`config.mk`:
```
export PLATFORM = sky130hd
export DESIGN_NAME = flash_layout_discover
export DESIGN_NICKNAME = d
export VERILOG_FILES = /design/src/rtl/fld_pkg.sv /design/src/rtl/fld_density.sv /design/src/rtl/fld_addr_map.sv /design/src/rtl/fld_seq.sv /design/src/rtl/flash_layout_discover.sv
export SDC_FILE = /design/constraint.sdc
export NUM_CORES = 1
export LEC_CHECK = 0
export BUFFER_PORTS_ARGS = -buffer_cell sky130_fd_sc_hd__clkbuf_2
export CORE_UTILIZATION = 35
export CTS_CLUSTER_DIAMETER = 50
export CTS_CLUSTER_SIZE = 16
export DETAILED_ROUTE_END_ITERATION = 6
export HOLD_SLACK_MARGIN = 0.1
export PLACE_DENSITY = 0.6
export SYNTH_ARGS = -nofsm -noshare
export SYNTH_HDL_FRONTEND = slang
export SYNTH_SLANG_ARGS = --single-unit
```
`constraint.sdc`:
```
create_clock -name clk -period 10.7 [get_ports clk]
set_input_delay 2.14 -clock clk [delete_from_list [all_inputs] [get_ports clk]]
set_output_delay 2.14 -clock clk [all_outputs]
set_load 0.05 [all_outputs]
```
`src/rtl/fld_pkg.sv`:
```
package fld_pkg;
  typedef enum logic [2:0] {
    ERR_NONE      = 3'd0,
    ERR_SIGNATURE = 3'd1,
    ERR_DENSITY   = 3'd2,
    ERR_COUNT     = 3'd3,
    ERR_READ      = 3'd4
  } fld_err_e;

  typedef enum logic [2:0] {
    ST_IDLE, ST_REQ_SIG, ST_WAIT_SIG, ST_REQ_MAP,
    ST_WAIT_MAP, ST_REQ_COMP, ST_WAIT_COMP, ST_DONE
  } fld_state_e;

  localparam logic [31:0] DESC_SIGNATURE = 32'h0FF0_A55A;
  localparam int unsigned DESC_BASE      = 32'h10;
  localparam int unsigned MAP_KEEP_W     = 10;  // pointer [7:0], count [9:8]
  localparam int unsigned PTR_SHIFT      = 4;
endpackage

```
`src/rtl/fld_density.sv`:
```
module fld_density #(
  parameter int unsigned BASE_LOG2 = 19,
  parameter int unsigned NUM_CODES = 8,
  localparam int unsigned SIZE_W   = BASE_LOG2 + NUM_CODES
) (
  input  logic [3:0]        code,
  output logic              code_ok,
  output logic [SIZE_W-1:0] size
);
  always_comb begin
    code_ok = (32'(code) < NUM_CODES);
    size    = '0;
    if (code_ok) size = SIZE_W'(1) << (BASE_LOG2 + 32'(code));
  end
endmodule

```
`src/rtl/fld_addr_map.sv`:
```
module fld_addr_map #(
  parameter int unsigned OFF_W = 24,
  parameter int unsigned LIN_W = 27
) (
  input  logic             cs,
  input  logic [OFF_W-1:0] offset,
  input  logic [LIN_W-1:0] chip0_base,
  output logic [LIN_W-1:0] lin_addr
);
  always_comb begin
    lin_addr = LIN_W'(offset) + (cs ? chip0_base : '0);
  end
endmodule

```
`src/rtl/fld_seq.sv`:
```
module fld_seq
  import fld_pkg::*;
#(
  parameter int unsigned ADDR_W = 24,
  parameter int unsigned DATA_W = 32
) (
  input  logic              clk,
  input  logic              rst_n,
  input  logic              start,
  output logic              rd_req,
  output logic [ADDR_W-1:0] rd_addr,
  input  logic              rd_valid,
  input  logic [DATA_W-1:0] rd_data,
  input  logic              rd_err,
  input  logic              dens_ok,
  output logic              commit,
  output logic              cs_pair,
  output logic              done,
  output fld_err_e          err_code
);
  fld_state_e             state_q, state_d;
  logic [MAP_KEEP_W-1:0]  map_q, map_d;
  fld_err_e               err_q, err_d;
  logic                   map_en;

  always_comb begin
    state_d = state_q;
    map_d   = rd_data[MAP_KEEP_W-1:0];
    map_en  = 1'b0;
    err_d   = err_q;
    commit  = 1'b0;
    rd_req  = 1'b0;
    rd_addr = '0;
    unique case (state_q)
      ST_IDLE: if (start) begin
        state_d = ST_REQ_SIG;
        err_d   = ERR_NONE;
      end
      ST_REQ_SIG: begin
        rd_req  = 1'b1;
        rd_addr = ADDR_W'(DESC_BASE);
        state_d = ST_WAIT_SIG;
      end
      ST_WAIT_SIG: if (rd_valid) begin
        if (rd_err) begin
          err_d = ERR_READ; state_d = ST_DONE;
        end else if (rd_data[31:0] != DESC_SIGNATURE) begin
          err_d = ERR_SIGNATURE; state_d = ST_DONE;
        end else begin
          state_d = ST_REQ_MAP;
        end
      end
      ST_REQ_MAP: begin
        rd_req  = 1'b1;
        rd_addr = ADDR_W'(DESC_BASE + 4);
        state_d = ST_WAIT_MAP;
      end
      ST_WAIT_MAP: if (rd_valid) begin
        if (rd_err) begin
          err_d = ERR_READ; state_d = ST_DONE;
        end else begin
          map_en  = 1'b1;
          state_d = ST_REQ_COMP;
        end
      end
      ST_REQ_COMP: begin
        rd_req  = 1'b1;
        rd_addr = ADDR_W'({map_q[7:0], {PTR_SHIFT{1'b0}}});
        state_d = ST_WAIT_COMP;
      end
      ST_WAIT_COMP: if (rd_valid) begin
        state_d = ST_DONE;
        if (rd_err)              err_d = ERR_READ;
        else if (!dens_ok)       err_d = ERR_DENSITY;
        else if (map_q[9] != 1'b0) err_d = ERR_COUNT;
        else                     commit = 1'b1;
      end
      ST_DONE: state_d = ST_IDLE;
      default: state_d = ST_IDLE;
    endcase
  end

  always_ff @(posedge clk or negedge rst_n) begin
    if (!rst_n) begin
      state_q <= ST_IDLE;
      err_q   <= ERR_NONE;
      map_q   <= '0;
    end else begin
      state_q <= state_d;
      err_q   <= err_d;
      if (map_en) map_q <= map_d;
    end
  end

  assign cs_pair  = map_q[8];
  assign done     = (state_q == ST_DONE);
  assign err_code = err_q;
endmodule

```
`src/rtl/flash_layout_discover.sv`:
```
module flash_layout_discover
  import fld_pkg::*;
#(
  parameter int unsigned ADDR_W    = 24,
  parameter int unsigned DATA_W    = 32,
  parameter int unsigned BASE_LOG2 = 19,
  parameter int unsigned NUM_CODES = 8,
  localparam int unsigned LIN_W    = BASE_LOG2 + NUM_CODES
) (
  input  logic              clk,
  input  logic              rst_n,
  input  logic              start,
  output logic              rd_req,
  output logic [ADDR_W-1:0] rd_addr,
  input  logic              rd_valid,
  input  logic [DATA_W-1:0] rd_data,
  input  logic              rd_err,
  output logic              done,
  output logic              err,
  output logic [2:0]        err_code,
  output logic [LIN_W-1:0]  chip0_size,
  output logic [1:0]        num_cs,
  input  logic              map_cs,
  input  logic [ADDR_W-1:0] map_offset,
  output logic [LIN_W-1:0]  map_addr
);
  logic             dens_ok, commit, cs_pair;
  logic [LIN_W-1:0] dens_size;
  logic [LIN_W-1:0] size_q;
  logic [1:0]       ncs_q;
  fld_err_e         code;

  fld_density #(.BASE_LOG2(BASE_LOG2), .NUM_CODES(NUM_CODES)) u_dens (
    .code(rd_data[3:0]), .code_ok(dens_ok), .size(dens_size)
  );

  fld_seq #(.ADDR_W(ADDR_W), .DATA_W(DATA_W)) u_seq (
    .clk(clk), .rst_n(rst_n), .start(start),
    .rd_req(rd_req), .rd_addr(rd_addr), .rd_valid(rd_valid),
    .rd_data(rd_data), .rd_err(rd_err), .dens_ok(dens_ok),
    .commit(commit), .cs_pair(cs_pair), .done(done), .err_code(code)
  );

  always_ff @(posedge clk or negedge rst_n) begin
    if (!rst_n) begin
      size_q <= '0;
      ncs_q  <= 2'd1;
    end else if (commit) begin
      size_q <= dens_size;
      ncs_q  <= cs_pair ? 2'd2 : 2'd1;
    end
  end

  fld_addr_map #(.OFF_W(ADDR_W), .LIN_W(LIN_W)) u_map (
    .cs(map_cs), .offset(map_offset), .chip0_base(size_q), .lin_addr(map_addr)
  );

  assign chip0_size = size_q;
  assign num_cs     = ncs_q;
  assign err_code   = code;
  assign err        = (code != ERR_NONE);
endmodule

```
==> flow_metrics.py, run 1 <==
metrics = {
    "status": {
        "outcome": "completed",
    },
    "logic_synthesis": {
        "async_reset_ff_share_pct": 100,
        "synthesis.instances": 418,
        "ys_seq_area_share_pct": 31.2,
        "xor_xnor_fraction_of_synth_area_pct": 4.60,
        "post_synthesis_compound_gate_area_fraction_pct": 17.7,
        "post_synth_and_or_nand_nor_area_fraction_pct": 26.1,
        "post_synth.cell_area_avg_um2": 8.65,
        "synth_mux_area_share_pct": 4.91,
        "synthesis.area_um2": 3620,
        "number_of_enable_type_register_cells_in_the_synthesized_netlist": 0,
        "post-synth-top-count-cell": "and2_1",
        "synthAdderAreaFrac_pct": 8.86,
        "netlist_top_cells_area": "dfrtp_1, ha_1, and2_1, a21oi_1, nand2_1",
        "netlist_top_cells_count": "and2_1, dfrtp_1, nand2_1",
        "synth.ff_latch_count": 45,
        "post_synth_num_cell_types": 53,
        "synth.yosys.warnings": 0,
        "synth_top_flop_cell": "dfrtp_1",
        "yosysTopAreaCell": "dfrtp_1",
        "post-synth-top-area-fraction_pct": 30.4,
        "synth_top_family_by_area": "simple AND/OR/NAND/NOR gates",
    },
    "clock_network": {
        "htree_depth": 2,
        "tritoncts_clock_tree": "done",
        "cts_setup_buffers": 0,
        "cts_hold_repair.buffers": 0,
        "clock_buffer_count_from_cts": 5,
        "cts_buffer_depth": 2,
        "cts.sink_count": 45,
        "post_cts.resized_instances": 0,
        "insertion_delay_ns": 0.29,
        "clock_input_transition_at_the_sequential_cells_of_the_worst_setup_and_hold_paths_ns": 0.08,
        "cts_root_buf": "clkbuf_8",
    },
    "die": {
        "fp.dieW_um": 104,
        "placement_rows": 36,
        "coreArea_um2": 9910,
        "die_h_um": 104,
        "io_pins": 148,
        "floorplan.die_area_um2": 10700,
        "initial_utilization_pct": 36.5,
    },
    "grt": {
        "grtUsageTotal_pct": 17.3,
        "antenna_violations_before_repair": 0,
        "grt_start_max_net_pins": 46,
        "first_global_vias": 3160,
        "grt_remaining_overflow": 0,
        "grt_pass1_wl_um": 15400,
    },
    "timing": {
        "final.period_utilization_pct": 67.2,
        "timing.final.crit_period_ns": 7.19,
        "timing.fmax_mhz": 139,
        "final_critical_path_setup_slack_ns": 3.51,
        "timing.slew.headroom_pct": 23.1,
        "slew_viol_final": 0,
        "timing.final.setup_violations": 0,
        "rsz_0062_raised_after_global_routing": "false",
        "hold_vio_cnt_final": 0,
        "tightest_pin_transition_ns": 1.15,
        "final.setup_skew_ns": 0.00699,
        "setup_total_negative_slack_ns": 0,
    },
    "worst_setup_path": {
        "critical-path-slowest-cell": "clkbuf_2",
        "crit_top_cell": "clkbuf_2",
        "path_class": "input pin to output pin",
        "regToRegEndpoint": "chip0_size[23]",
        "max_stage_delay_ns": 0.41,
        "worst-r2r-cell-count": 3,
        "reg2reg_from": "u_seq.state_q[0]",
        "cp-startpoint": "map_cs",
        "critPathLaunchType": "input pin",
        "crit_path_cell_trace": "clkbuf_2 -> and2_1 -> ha_1 -> inv_1 -> fa_1 -> nand2b_1 -> a21oi_1 -> o21ai_0 -> a211oi_1 -> o211ai_1 -> mux2i_1 -> clkbuf_2",
        "cp_max_fo": 29,
        "timing.critical_path.arrival_ns": 5.05,
        "reg2reg_slack_ns": 8.19,
        "critical_path.endpoint_type": "output pin",
        "crit_required_ns": 8.56,
    },
    "power_and_ir_drop": {
        "power_switching_uw": 314,
        "power_uw": 667,
        "leakage_nw": 2.23,
        "power.density_nw_per_um2": 152,
        "sw_frac_of_total_pct": 47.1,
        "p_seq_share_pct": 37.4,
        "power.internal_uw": 352,
        "power.ir.vdd_worst_mv": 0.120,
        "comb_power_share_pct": 46.7,
        "clock_power_share_pct": 15.9,
    },
    "worst_hold_path": {
        "hold_path.class": "flip-flop to flip-flop",
        "timing.hold.worst_path_depth": 1,
        "timing.hold.worst.start": "u_seq.map_q[8]",
        "hold_path_end": "num_cs[0]",
    },
    "route": {
        "dr.pass1.iters": 4,
        "drt-wirelength-per-cell_um": 14.2,
        "antenna_violating_nets_post_route": 0,
        "avgViaCountPerCell": 5.13,
        "detail_route.iter0.violations": 185,
        "route.vias.total": 3437,
        "residual_drc_count": 0,
        "drt_wl_total_um": 9490,
    },
    "finish": {
        "layout.cells.non_filler": 670,
        "insertedDiodeCount": 0,
        "area.growth.synth_to_final_pct": 21.5,
        "register_area_um2": 1130,
        "layout.filler_cells": 996,
        "drive_above_1_share_pct": 29.6,
        "finish.net_count": 624,
        "multi_input_area_um2": 2300,
    },
    "placement": {
        "gp_congestion": 0.904,
        "dp.final_hpwl_um": 7590,
        "io_buffers": 132,
        "placed_cells_incl_taps": 663,
        "dpl_worst_slack_ns": 3.48,
    },
    "run": {
        "max_cap_violations": 0,
    },
}
power groups by stage:
stage,clock network (mW),registers (mW),logic (mW)
after floorplan,0,0.276,0.219
after global placement,0,0.250,0.311
after detailed placement,0,0.251,0.313
after CTS,0.110,0.248,0.314
after global routing,0.117,0.256,0.334
final,0.106,0.249,0.311
stage by stage:
step                      util [%]  hold WS (ns)  cell area, µm²
after floorplan                  -         0.418            3670
after global placement        43.5         0.437            4310
after detailed placement      43.5         0.441            4310
after CTS                     44.3         0.453            4390
after global routing          44.3         0.511            4390
final                         44.3         0.445            4390
state kept, by name, summed over array words and instances (netlist names):
register,flops
num_cs,2
u_seq.map_q,10
u_seq.state_q,3
u_seq.err_code,3
chip0_size,27
logic make-up (layout without fill, tap and decap cells):
family                     count (synthesis)  in the layout
AOI/OAI and AO/OA                         96             96
xor gates and xnor gates                  19             19
adders and majority gates                 25             25
buffers and inverters                     46            151
DFF                                       45             45
muxes                                     16             16
other                                      1             15
and+or+nand+nor                          170            170
worst max-delay path by stage:
stage                               to  slack (ns)  cells after the start
final                     map_addr[26]        3.51                     12
after global routing      map_addr[26]        3.22                     12
after CTS                 map_addr[26]        3.49                     12
after detailed placement  map_addr[26]        3.48                     12
after global placement    map_addr[26]        3.53                     12
after floorplan            map_addr[9]        3.05                      9
area by class of cell:
type / instances / area share, %
clock buffer: 7 / 1.96
inverter: 11 / 0.940
multi-input combinational: 341 / 52.4
sequential: 45 / 25.7
tap: 133 / 3.79
timing repair buffer: 133 / 15.2
per-layer routing:
metal  vias up  global-route usage, %  routed length [µm]
met5         -                      0                   0
met1      1585                   23.4                4370
met3         9                   3.40                 671
met4         0                   3.16                  70
li1       1711                      -                   -
met2       132                   28.8                4380
critical path, delay by kind of cell:
family | cells | cell delay (ns)
compound gates | 4 | 1.05
buf+inv | 3 | 0.76
fa+ha+maj | 2 | 0.54
simple gates | 2 | 0.38
mux | 1 | 0.17
cells in the final DEF, fill, tap and decap left out, types with 12 or more instances in the layout:
cell type,instances
nand2_1,37
mux2_2,12
dfrtp_1,44
o21ai_0,21
ha_1,24
nand3_1,12
and2_1,46
conb_1,15
a21oi_1,29
and3_1,12
clkbuf_2,132
xnor2_1,13
nor2_1,24
No activity file was read; power rests on OpenSTA's default activity.
==> inputs of run 2 (changes only) <==
==> constraint.sdc (replaced) <==
create_clock -name clk -period 6.65 [get_ports clk]
set_input_delay 1.33 -clock clk [delete_from_list [all_inputs] [get_ports clk]]
set_output_delay 1.33 -clock clk [all_outputs]
set_load 0.05 [all_outputs]
==> flow_metrics.py, run 2 (synthesis gave the netlist of run 1 again) <==
metrics = {
    "worst_setup_path": {
        "crit_top_cell": "clkbuf_2",
        "cp.buffers_inverters": 3,
        "critPathLaunchType": "input pin",
        "critical-path-slowest-cell": "clkbuf_2",
        "crit_path_cell_trace": "clkbuf_2 -> and2_1 -> ha_1 -> inv_1 -> fa_1 -> nand2b_1 -> a21oi_1 -> o21ai_0 -> a211oi_1 -> o211ai_1 -> mux2i_1 -> clkbuf_2",
        "timing.critical_path.arrival_ns": 4.27,
        "crit_required_ns": 5.32,
        "crit_family": "compound AO/OA/AOI/OAI gates",
        "cp_max_fo": 29,
        "max_stage_delay_ns": 0.41,
        "critical_path.endpoint_type": "output pin",
        "path_class": "input pin to output pin",
    },
    "timing": {
        "timing.fmax_mhz": 179,
        "slew_viol_final": 0,
        "final.period_utilization_pct": 84.2,
        "rsz_0062_raised_after_global_routing": "false",
        "final.setup_skew_ns": 0.00367,
        "timing.final.setup_violations": 0,
        "hold_vio_cnt_final": 0,
        "hold_slack_ns": 0.452,
        "timing.final.crit_period_ns": 5.60,
        "setup_total_negative_slack_ns": 0,
        "timing.slew.headroom_pct": 22.4,
        "tightest_pin_transition_ns": 1.16,
    },
    "finish": {
        "drive_above_1_share_pct": 29.9,
        "leading_cell_type_in_the_layout_fill_and_taps_excluded": "clkbuf_2",
        "area.growth.synth_to_final_pct": 21.9,
        "finish.net_count": 624,
        "insertedDiodeCount": 0,
        "layout.cells.most_common_list": "clkbuf_2, and2_1, dfrtp_1, nand2_1, a21oi_1",
        "largest_register_ffs": 27,
    },
    "route": {
        "route.vias.total": 3411,
        "dr.pass1.iters": 4,
        "detail_route.iter0.violations": 180,
        "drt_wl_total_um": 9490,
        "residual_drc_count": 0,
        "avgViaCountPerCell": 5.08,
        "antenna_violating_nets_post_route": 0,
        "drt-wirelength-per-cell_um": 14.1,
    },
    "grt": {
        "first_global_vias": 3078,
        "grt_remaining_overflow": 0,
        "grt_pass1_wl_um": 15300,
        "grt_start_max_net_pins": 46,
        "antenna_violations_before_repair": 0,
        "grtUsageTotal_pct": 17.2,
    },
    "die": {
        "placement_rows": 36,
        "io_pins": 148,
        "fp.dieW_um": 104,
        "floorplan.die_area_um2": 10700,
        "die_h_um": 104,
        "initial_utilization_pct": 36.5,
        "coreArea_um2": 9910,
    },
    "clock_network": {
        "cts_setup_buffers": 0,
        "cts_root_buf": "clkbuf_8",
        "clock_buffer_count_from_cts": 5,
        "post_cts.resized_instances": 0,
        "cts_buffer_depth": 2,
        "tritoncts_clock_tree": "done",
        "cts_hold_repair.buffers": 0,
        "clock_input_transition_at_the_sequential_cells_of_the_worst_setup_and_hold_paths_ns": 0.08,
        "cts.sink_count": 45,
        "htree_depth": 2,
        "insertion_delay_ns": 0.29,
    },
    "placement": {
        "io_buffers": 132,
        "gp_congestion": 0.910,
        "dp.final_hpwl_um": 7660,
    },
    "power_and_ir_drop": {
        "leakage_nw": 2.24,
        "power.ir.vdd_worst_mv": 0.211,
        "power.density_nw_per_um2": 245,
    },
    "run": {
        "max_cap_violations": 0,
    },
    "worst_hold_path": {
        "hold_path.class": "flip-flop to flip-flop",
    },
    "status": {
        "outcome": "completed",
    },
}
[run 2: cell types whose count changed in the layout (fill, tap and decap cells not counted)]
cell | previous run | this run
clkinv_2 | 0 | 1
clkbuf_8 | 6 | 7
clkbuf_1 | 1 | 0
[run 2: path summary, 6_finish.rpt]
kind,depth (start not counted),endpoint,startpoint,slack [ns]
min reg2reg,1,num_cs[0],u_seq.map_q[8],0.45
max,12,map_addr[26],map_cs,1.05
min,1,num_cs[0],u_seq.map_q[8],0.45
min in group asynchronous,2,u_seq.state_q[2],rst_n,1.12
max reg2reg,3,chip0_size[23],u_seq.state_q[0],4.14
max in group asynchronous,2,num_cs[0],rst_n,5.15
[run 2: final cells by class]
| class | instances | area (µm²) |
|---|---|---|
| clock inverters | 1 | 5.00 |
| inverters | 11 | 41.3 |
| flip-flops and latches | 45 | 1130 |
| repair buffers | 133 | 668 |
| fillers | 991 | 5500 |
| multi-input cells | 341 | 2300 |
| well taps | 133 | 166 |
| clock buffers | 7 | 96.3 |
[run 2: through the flow]
step           utilization, %  std cells  power (mW)  area [µm²]  worst slack, ns
3_3_place_gp             43.5        663       0.902        4310             1.11
3_5_place_dp             43.5        663       0.909        4310             1.05
4_1_cts                  44.5        671        1.10        4410             1.04
6_report                 44.5        671        1.08        4410             1.05
5_1_grt                  44.5        671        1.15        4410            0.773
2_1_floorplan               -        432       0.796        3670            0.621
[run 2: per-layer routing]
layer | vias to the layer above | routed length (µm) | global-route usage (%)
met5 | - | 0 | 0
met4 | 0 | 63 | 2.96
met3 | 7 | 624 | 3.21
met2 | 123 | 4490 | 28.4
met1 | 1569 | 4310 | 23.5
li1 | 1712 | - | -
[run 2: worst reg2reg max path, cell delays in order, from the launching register on]
cell     delay (ns)
dfrtp_1        0.58
nor2_1         0.28
nand3_1        0.84
o41ai_1        0.67
[run 2: where the power goes]
part	internal (mW)	total, mW	switching (mW)
Combinational	0.149	0.501	0.352
Sequential	0.336	0.400	0.0640
Clock	0.0939	0.181	0.0873
==> inputs of run 3 (changes only) <==
==> constraint.sdc (replaced) <==
create_clock -name clk -period 5.35 [get_ports clk]
set_input_delay 1.07 -clock clk [delete_from_list [all_inputs] [get_ports clk]]
set_output_delay 1.07 -clock clk [all_outputs]
set_load 0.05 [all_outputs]
==> flow_metrics.py, run 3 (synthesis gave the netlist of run 1 again) <==
metrics = {
    "clock_network": {
        "cts.sink_count": 45,
        "clock_buffer_count_from_cts": 5,
        "clock_input_transition_at_the_sequential_cells_of_the_worst_setup_and_hold_paths_ns": 0.09,
        "cts_hold_repair.buffers": 0,
        "htree_depth": 2,
        "cts_setup_buffers": 0,
        "tritoncts_clock_tree": "done",
        "post_cts.resized_instances": 0,
        "insertion_delay_ns": 0.29,
        "cts_root_buf": "clkbuf_8",
        "cts_buffer_depth": 2,
    },
    "placement": {
        "dp.final_hpwl_um": 7880,
        "gp_congestion": 0.907,
        "io_buffers": 132,
    },
    "timing": {
        "timing.final.setup_violations": 0,
        "timing.slew.headroom_pct": 22.6,
        "setup_total_negative_slack_ns": 0,
        "timing.fmax_mhz": 204,
        "rsz_0062_raised_after_global_routing": "false",
        "final.period_utilization_pct": 91.4,
        "hold_vio_cnt_final": 0,
        "timing.final.crit_period_ns": 4.89,
        "final.setup_skew_ns": 0.00937,
        "tightest_pin_transition_ns": 1.16,
        "slew_viol_final": 0,
    },
    "grt": {
        "grtUsageTotal_pct": 17.6,
        "first_global_vias": 3166,
        "grt_pass1_wl_um": 15700,
        "antenna_violations_before_repair": 0,
        "grt_remaining_overflow": 0,
        "grt_start_max_net_pins": 46,
    },
    "route": {
        "detail_route.iter0.violations": 166,
        "antenna_violating_nets_post_route": 0,
        "avgViaCountPerCell": 5.08,
        "dr.pass1.iters": 4,
        "drt-wirelength-per-cell_um": 14.5,
        "route.vias.total": 3422,
        "residual_drc_count": 0,
        "drt_wl_total_um": 9750,
    },
    "worst_setup_path": {
        "crit_path_cell_trace": "clkbuf_2 -> buf_4 -> and2_1 -> ha_1 -> and2_1 -> a221oi_1 -> o21ai_0 -> or3_1 -> o21ai_0 -> xnor2_1 -> clkbuf_2",
        "worst-r2r-cell-count": 3,
        "max_stage_delay_ns": 0.40,
        "reg2reg_from": "u_seq.state_q[0]",
        "timing.critical_path.arrival_ns": 3.82,
        "cp_max_fo": 16,
        "crit_required_ns": 4.28,
        "critPathLaunchType": "input pin",
        "critical_path.endpoint_type": "output pin",
        "path_class": "input pin to output pin",
        "reg2reg_slack_ns": 2.91,
        "regToRegEndpoint": "chip0_size[23]",
        "critical-path-slowest-cell": "a221oi_1",
    },
    "finish": {
        "finish.net_count": 626,
        "drive_above_1_share_pct": 30.2,
        "insertedDiodeCount": 0,
        "leading_cell_type_in_the_layout_fill_and_taps_excluded": "clkbuf_2",
        "largest_register_ffs": 27,
        "area.growth.synth_to_final_pct": 22.7,
        "layout.cells.most_common_list": "clkbuf_2, and2_1, dfrtp_1, nand2_1, a21oi_1",
    },
    "die": {
        "floorplan.die_area_um2": 10700,
        "placement_rows": 36,
        "io_pins": 148,
        "fp.dieW_um": 104,
        "initial_utilization_pct": 36.5,
        "die_h_um": 104,
        "coreArea_um2": 9910,
    },
    "power_and_ir_drop": {
        "leakage_nw": 2.26,
        "power_mw": 1.37,
        "power.density_nw_per_um2": 309,
        "power.ir.vdd_worst_mv": 0.302,
    },
    "worst_hold_path": {
        "timing.hold.worst.start": "u_seq.map_q[8]",
        "hold_path_end": "num_cs[0]",
        "timing.hold.worst_path_depth": 1,
        "hold_path.class": "flip-flop to flip-flop",
    },
    "status": {
        "outcome": "completed",
    },
    "run": {
        "max_cap_violations": 0,
    },
}
[run 3: report_power, final]
part / internal, mW / total (mW) / switching [mW]
registers: 0.417 / 0.496 / 0.0788
logic: 0.186 / 0.625 / 0.439
clock network: 0.139 / 0.251 / 0.112
total: 0.742 / 1.37 / 0.630
[run 3: worst max-delay path by stage]
stage | end | start | cells after the start | slack [ns]
floorplan | map_addr[21] | map_cs | 10 | 0.25
global placement | map_addr[23] | map_cs | 11 | 0.52
detailed placement | map_addr[23] | map_cs | 11 | 0.48
CTS | map_addr[23] | map_cs | 11 | 0.47
global route | map_addr[20] | map_cs | 11 | 0.23
finish | map_addr[20] | map_cs | 11 | 0.46
[run 3: layer usage]
layer	track usage [%]	up-vias	wire length, µm
met3	2.83	6	527
met2	30.2	123	4620
met5	0	-	0
met4	2.14	0	59
li1	-	1716	-
met1	23.8	1577	4550
[run 3: area by class of cell]
cell class / count / area (µm²)
Fill cell: 1018 / 5470
Clock buffer: 6 / 72.6
Sequential cell: 45 / 1130
Inverter: 11 / 41.3
Timing Repair Buffer: 135 / 683
Clock inverter: 2 / 35.0
Tap cell: 133 / 166
Multi-Input combinational cell: 341 / 2310
[run 3: critical path: cells and delay by family]
| family | cells | cell delay [ns] |
|---|---|---|
| adders and majority gates | 1 | 0.37 |
| and+or+nand+nor | 3 | 0.70 |
| buffers and inverters | 3 | 0.72 |
| AOI/OAI and AO/OA | 3 | 0.83 |
| xor gates and xnor gates | 1 | 0.14 |
[run 3: per-stage QoR]
| stage | instance area, µm² | setup slack, ns | util, % | instances | hold WS [ns] |
|---|---|---|---|---|---|
| 2_1_floorplan | 3680 | 0.246 | - | 432 | 0.418 |
| 3_3_place_gp | 4330 | 0.520 | 43.7 | 665 | 0.447 |
| 3_5_place_dp | 4330 | 0.485 | 43.7 | 665 | 0.479 |
| 4_1_cts | 4440 | 0.474 | 44.8 | 673 | 0.479 |
| 5_1_grt | 4440 | 0.231 | 44.8 | 673 | 0.523 |
| 6_report | 4440 | 0.459 | 44.8 | 673 | 0.453 |
